==> src/rtl/sd_pkg.sv <==
package sd_pkg;
  // Bits needed to hold values 0..max_value, never less than 1.
  function automatic int width_for(input int max_value);
    int w;
    w = $clog2(max_value + 1);
    return (w < 1) ? 1 : w;
  endfunction
endpackage

==> src/rtl/sd_strobe_timer.sv <==
module sd_strobe_timer #(
  parameter int SAMPLE_INTERVAL = 5
) (
  input  logic clk,
  input  logic rst_n,
  output logic strobe_o
);
  localparam int TW = sd_pkg::width_for(SAMPLE_INTERVAL - 1);
  localparam logic [TW-1:0] LAST = TW'(SAMPLE_INTERVAL - 1);

  logic [TW-1:0] tick_q;
  logic          strobe_q;

  always_ff @(posedge clk or negedge rst_n) begin
    if (!rst_n) begin
      tick_q   <= '0;
      strobe_q <= 1'b0;
    end else begin
      tick_q   <= (tick_q == LAST) ? '0 : tick_q + 1'b1;
      strobe_q <= (tick_q == LAST);
    end
  end

  assign strobe_o = strobe_q;

  assert_timer_range_R10: assert property (@(posedge clk) disable iff (!rst_n)
    tick_q <= LAST);
  assert_strobe_phase_R2: assert property (@(posedge clk) disable iff (!rst_n)
    strobe_q |-> (tick_q == '0));
  assert_strobe_single_R2: assert property (@(posedge clk) disable iff (!rst_n)
    strobe_q |=> !strobe_q);
endmodule

==> src/rtl/sd_channel.sv <==
module sd_channel #(
  parameter int SAT_COUNT = 4
) (
  input  logic clk,
  input  logic rst_n,
  input  logic strobe_i,
  input  logic level_i,
  output logic level_o
);
  localparam int CW = sd_pkg::width_for(SAT_COUNT);
  localparam logic [CW-1:0] TOP = CW'(SAT_COUNT);

  logic [CW-1:0] cnt_q, cnt_d;
  logic          out_q;

  always_comb begin
    cnt_d = cnt_q;
    if (strobe_i) begin
      if (!level_i)          cnt_d = '0;
      else if (cnt_q != TOP) cnt_d = cnt_q + 1'b1;
    end
  end

  always_ff @(posedge clk or negedge rst_n) begin
    if (!rst_n) begin
      cnt_q <= '0;
      out_q <= 1'b0;
    end else begin
      cnt_q <= cnt_d;
      out_q <= (cnt_d == TOP);
    end
  end

  assign level_o = out_q;

  assert_cnt_bound_R10: assert property (@(posedge clk) disable iff (!rst_n)
    cnt_q <= TOP);
  assert_idle_hold_R6: assert property (@(posedge clk) disable iff (!rst_n)
    !strobe_i |=> $stable(cnt_q) && $stable(out_q));
  assert_sat_hold_R3: assert property (@(posedge clk) disable iff (!rst_n)
    (strobe_i && level_i && cnt_q == TOP) |=> cnt_q == TOP);
  assert_low_clear_R5: assert property (@(posedge clk) disable iff (!rst_n)
    (strobe_i && !level_i) |=> cnt_q == '0);
  assert_rise_cause_R4: assert property (@(posedge clk) disable iff (!rst_n)
    $rose(out_q) |-> ($past(strobe_i) && $past(level_i)));
  assert_stay_high_R7: assert property (@(posedge clk) disable iff (!rst_n)
    (out_q && level_i) |=> out_q);
  assert_release_R8: assert property (@(posedge clk) disable iff (!rst_n)
    (strobe_i && !level_i) |=> !out_q);
endmodule

==> src/rtl/sample_debounce.sv <==
module sample_debounce #(
  parameter int NUM_CH          = 2,
  parameter int SAMPLE_INTERVAL = 5,
  parameter int SAT_COUNT       = 4
) (
  input  logic              clk,
  input  logic              rst_n,
  input  logic [NUM_CH-1:0] noisy_i,
  output logic [NUM_CH-1:0] clean_o
);
  logic sample_strobe;

  sd_strobe_timer #(.SAMPLE_INTERVAL(SAMPLE_INTERVAL)) u_timer (
    .clk      (clk),
    .rst_n    (rst_n),
    .strobe_o (sample_strobe)
  );

  for (genvar c = 0; c < NUM_CH; c++) begin : g_ch
    sd_channel #(.SAT_COUNT(SAT_COUNT)) u_ch (
      .clk      (clk),
      .rst_n    (rst_n),
      .strobe_i (sample_strobe),
      .level_i  (noisy_i[c]),
      .level_o  (clean_o[c])
    );
  end

  assert_reset_low_R1: assert property (@(posedge clk)
    !rst_n |-> clean_o == '0);
endmodule

==> config.mk <==
export PLATFORM = sky130hd
export DESIGN_NAME = sample_debounce
export DESIGN_NICKNAME = d
export VERILOG_FILES = /design/src/rtl/sd_pkg.sv /design/src/rtl/sd_strobe_timer.sv /design/src/rtl/sd_channel.sv /design/src/rtl/sample_debounce.sv
export SDC_FILE = /design/constraint.sdc
export NUM_CORES = 1
export LEC_CHECK = 0
export BUFFER_PORTS_ARGS = -buffer_cell sky130_fd_sc_hd__buf_2
export CAP_MARGIN = 25
export CORE_UTILIZATION = 40
export DETAILED_ROUTE_END_ITERATION = 8
export SLEW_MARGIN = 20
export SYNTH_ARGS = -nofsm -noshare
export SYNTH_HDL_FRONTEND = slang
export SYNTH_SLANG_ARGS = --single-unit
export TNS_END_PERCENT = 1
==> constraint.sdc <==
create_clock -name clk -period 3.4 [get_ports clk]
set_input_delay 0.17 -clock clk [delete_from_list [all_inputs] [get_ports clk]]
set_output_delay 0.17 -clock clk [all_outputs]
set_load 0.03 [all_outputs]
Yosys cells after proc, flatten, opt, wreduce, memory -nomap -nowiden --
Cells that the tools add are included.
Operators by class: eq/ne operators 5, muxes and demuxes 7, add/sub/neg operators 3
Operators with widths (number):
- 3-bit 2-to-1 mux | 7
- 3-bit by 1-bit adder with 3-bit output (second input constant) | 3
- 3-bit == test (second input constant) | 3
- 3-bit inequality test (second input constant) | 2
Storage, ports and cells: output and inout bits 2, bits of input ports 4, logic and storage cells 21, flip-flop bits (word level) 12

Longest topological paths before layout --
depth after elaboration 5, depth in mapped cells 5

Modules after synthesis --
From an unflattened synthesis, not the netlist that was laid out.
Second synthesis, totals: cells, all modules 54, area total of the unflattened synthesis 594.3 sq um
Modules (own cells, without submodules):
- sd_channel (g_ch[0].u_ch) | seq. area each 100.1 sq um, instances 1, cells each 23, area each 231.5 sq um
- sd_channel (g_ch[1].u_ch) | seq. area each 100.1 sq um, instances 1, cells each 19, area each 201.4 sq um
- sd_strobe_timer | seq. area each 100.1 sq um, instances 1, cells each 12, area each 161.4 sq um

Least setup slack after synthesis --
Ideal clock, no wire load.
path kind register to register, from reg g_ch[0].u_ch.cnt_q[0], to reg g_ch[0].u_ch.out_q, setup slack 2.155 ns, data required time 3.320 ns, period minus slack after synthesis 1.245 ns, arrival 1.165 ns, stages on the path, launching flop included 6, path buffers 0, cell sequence dfrtp_1 inv_1 ha_1 and4b_1 nor3_2 nor3b_2
Between the ends: cells in the longest elaborated chain, start to end 5, elaborated cells on any way between the ends 6, those cells by class 1 x add/sub; 2 x eq/ne; 3 x mux
RTL lines:
- start: declaration | RTL line sd_channel.sv:13 | logic [CW-1:0] cnt_q, cnt_d;
- start signal: assignment | RTL line sd_channel.sv:29 | cnt_q <= cnt_d;
- 3-bit by 1-bit adder with 3-bit output / 3-bit inequality test (equally long branches) | RTL line sd_channel.sv:20 | else if (cnt_q != TOP) cnt_d = cnt_q + 1'b1;
- 3-bit 2-to-1 mux * | RTL line sd_channel.sv:20
- 3-bit 2-to-1 mux * | RTL line sd_channel.sv:19 | if (!level_i) cnt_d = '0;
- 3-bit 2-to-1 mux * | RTL line sd_channel.sv:18 | if (strobe_i) begin
- via g_ch[0].u_ch.cnt_d[2] | RTL line sd_channel.sv:13
- 3-bit == test * | RTL line sd_channel.sv:30 | out_q <= (cnt_d == TOP);
- end signal: assignment | RTL line sd_channel.sv:30
- end: declaration | RTL line sd_channel.sv:14 | logic out_q;
Mark *: on every way through the listed nets, which the timed path passes. The rest lies on a longest branch.

Worst setup path after layout --
from reg g_ch[1].u_ch.cnt_q[0], to reg g_ch[1].u_ch.out_q
Between the ends: cells in the longest elaborated chain, start to end 5, elaborated cells on any way between the ends 6, those cells by class 1 x add/sub; 2 x eq/ne; 3 x mux
RTL lines (RTL line):
- start: declaration | sd_channel.sv:13
- start signal: assignment | sd_channel.sv:29
- 3-bit by 1-bit adder with 3-bit output / 3-bit inequality test (equally long branches) | sd_channel.sv:20
- 3-bit 2-to-1 mux * | sd_channel.sv:20
- 3-bit 2-to-1 mux * | sd_channel.sv:19
- 3-bit 2-to-1 mux * | sd_channel.sv:18
- via g_ch[1].u_ch.cnt_d[2] | sd_channel.sv:13
- 3-bit == test * | sd_channel.sv:30
- end signal: assignment | sd_channel.sv:30
- end: declaration | sd_channel.sv:14
Marked as above.

==> results.toml <==
[cells_and_area]
layout.nets = 73
final_common_cell = "dfrtp_1"
fillers = 150
fin_cells = 77
stdcell_area_sq_um = 700.7
antenna_cells = 0
final_cell_mix = "dfrtp_1 (12), inv_1 (6), ha_1 (6)"
utilization = 0.4651
synthToLayoutAreaGrowth_pct = 7.900
drive_gt1_frac = 0.2459

[die]
ios = 6
die_area_sq_um = 1788
die_h_um = 42.29
die_x_um = 42.29
initial_core_util = 0.4311
core_area_sq_um = 1506
rows = 14

[synth]
synth_cells = 55
syn-num-nets = 65
ys_seq_area_frac = 0.4624
synth.distinct_cells = 18
avgSynthCellArea_sq_um = 11.81
synth-seq-cells = 12
yosys_warnings = 0
syn_area_sq_um = 649.4

[global_route]
grt_pass1_vias = 392
grt_pass1_wl_um = 1621
grt-ovfl-total = 0
grt_max_degree = 15
antenna_found_initial = 0
grtUsageTotal = 0.1242

[clocking]
htree_levels = 1
cts_buffers = 3
clock_latency_ns = 0.27
cts-root-buf = "clkbuf_4"
cts_tree = "done"
cts_setup_buffers = 0
clk_path_buf_depth = 2
clk_pin_slew_ns = 0.07
cts.sinks = 12

[drt]
ant_nets = 0
dr.first_iter.drc_count = 1
first_pass_iters = 4
drc_errors = 0
wirelength_um = 920
routedWlPerCell_um = 11.95
via_count = 392
post_drt_via_cell_ratio = 5.091

[placement]
io_buffers = 5
place_area_sq_um = 668.1
gp_congestion = 0.7879
dp.cells = 73

[worst_setup_path]
cp-start-kind = "register"
cp-end-kind = "register"
path_max_fanout = 4
critPathRequiredTime_ns = 3.59
critPathKind = "reg2reg"
arrival_ns = 1.57

[timing]
holdWs_ns = 0.1837
rsz0062_at_grt = "no"
worst_slew_pin_slew_ns = 0.3809
slew_viol_final = 0
fin_crit_sh = 0.4060
max_freq_ghz = 0.7244
hold_viol_final = 0
finalSetupViolations = 0
max_slew_margin = 0.7461
skew_ns = 0.008038
period_minus_slack_ns = 1.381
finalSetupTns_ns = 0

[power_and_ir_drop]
clockPowerShare = 0.302
p_int_mw = 0.2059
p_sw_mw = 0.07125
p_comb_frac = 0.138
sw_frac_of_total = 0.2570
ir_drop_uv = 237.9
leakagePower_nw = 0.3336
sequentialPowerShare = 0.560
power.density_nw_per_um2 = 395.6

[job]
maxCapViolations = 0

[status]
outcome = "finished, final reports clean"

[worst_hold_path]
hold_path.class = "in2reg"
[cell type report]
| type | count | area, sq um | share of cell area |
|---|---|---|---|
| multi-input cells | 34 | 300.3 | 0.4286 |
| well taps | 16 | 20.02 | 0.02857 |
| inverters | 6 | 22.52 | 0.03214 |
| repair buffers | 6 | 35.03 | 0.05000 |
| clock buffers | 3 | 22.52 | 0.03214 |
| flip-flops and latches | 12 | 300.3 | 0.4286 |
[critical path, stage by stage, from the launching register on]
cell	delay (ns)
dfrtp_1	0.38
inv_1	0.13
ha_1	0.26
and4b_1	0.22
nor3_2	0.13
nor3b_2	0.18
[timing repair]
action | 4_1_cts | 5_1_grt
resized for setup | 0 | 0
endpoints found under the hold margin | 12 | 0
hold buffers | 1 | 0
[metrics by stage]
| step | setup slack [ns] | power (mW) |
|---|---|---|
| 2_1_floorplan | 2.155 | 0.1851 |
| 3_3_place_gp | 2.011 | 0.1947 |
| 3_5_place_dp | 2.017 | 0.1958 |
| 4_1_cts | 1.991 | 0.2811 |
| 5_1_grt | 1.905 | 0.2913 |
| 6_report | 2.019 | 0.2772 |
[power groups by stage]
stage	logic (mW)	clock network, mW	registers, mW
floorplan	0.0281	0	0.157
global placement	0.0367	0	0.158
detailed placement	0.0376	0	0.158
CTS	0.0386	0.0871	0.155
global route	0.0435	0.0915	0.156
finish	0.0382	0.0837	0.155
[routing by layer]
layer | global-route usage | vias to the layer above | wire, um
met2 | 0.1692 | 6 | 379
met1 | 0.1713 | 186 | 483
met3 | 0.06466 | 2 | 45
met5 | 0 | - | 0
li1 | - | 198 | -
met4 | 0.03750 | 0 | 11
[sequential cells by signal, indices dropped and copies added (netlist names)]
register	cells
u_timer.tick_q	3
u_timer.strobe_o	1
g_ch.u_ch.cnt_q	6
g_ch.u_ch.level_o	2
[cell families (layout without fill, tap and decap cells)]
logic type	after synthesis	in the layout	share of synthesized area
and+or+nand+nor	15	15	0.1715
DFF	12	12	0.4624
AOI/OAI and AO/OA	10	10	0.1310
buffers and inverters	9	15	0.07513
adders and majority gates	6	6	0.1156
xor gates and xnor gates	2	2	0.02698
muxes	1	1	0.01734
[Yosys cell counts]
cell	count	area share
a21boi_4	2	0.058
a21oi_1	4	0.031
a31o_1	2	0.027
and2_1	1	0.0096
and4b_1	2	0.031
buf_4	2	0.023
buf_6	1	0.017
dfrtp_1	12	0.46
ha_1	6	0.12
inv_1	6	0.035
mux2_2	1	0.017
nand3_1	4	0.031
nor2_1	2	0.012
nor2b_1	2	0.019
nor3_2	2	0.031
nor3b_2	2	0.039
o21ai_0	2	0.015
xnor2_1	2	0.027
[path summary, 6_finish.rpt]
check	from	endpoint	slack [ns]	cells after the start
worst max-delay path	g_ch[1].u_ch.cnt_q[0]	g_ch[1].u_ch.level_o	2.02	5
min in group asynchronous	rst_n	u_timer.tick_q[0]	0.30	2
max in group asynchronous	rst_n	g_ch[0].u_ch.cnt_q[0]	2.89	2
worst max register to register	g_ch[1].u_ch.cnt_q[0]	g_ch[1].u_ch.level_o	2.02	5
worst min register to register	u_timer.tick_q[0]	u_timer.tick_q[0]	0.47	1
worst min-delay path	noisy_i[1]	g_ch[1].u_ch.cnt_q[0]	0.18	2
Note: power is estimated with default switching activity, not from simulation.
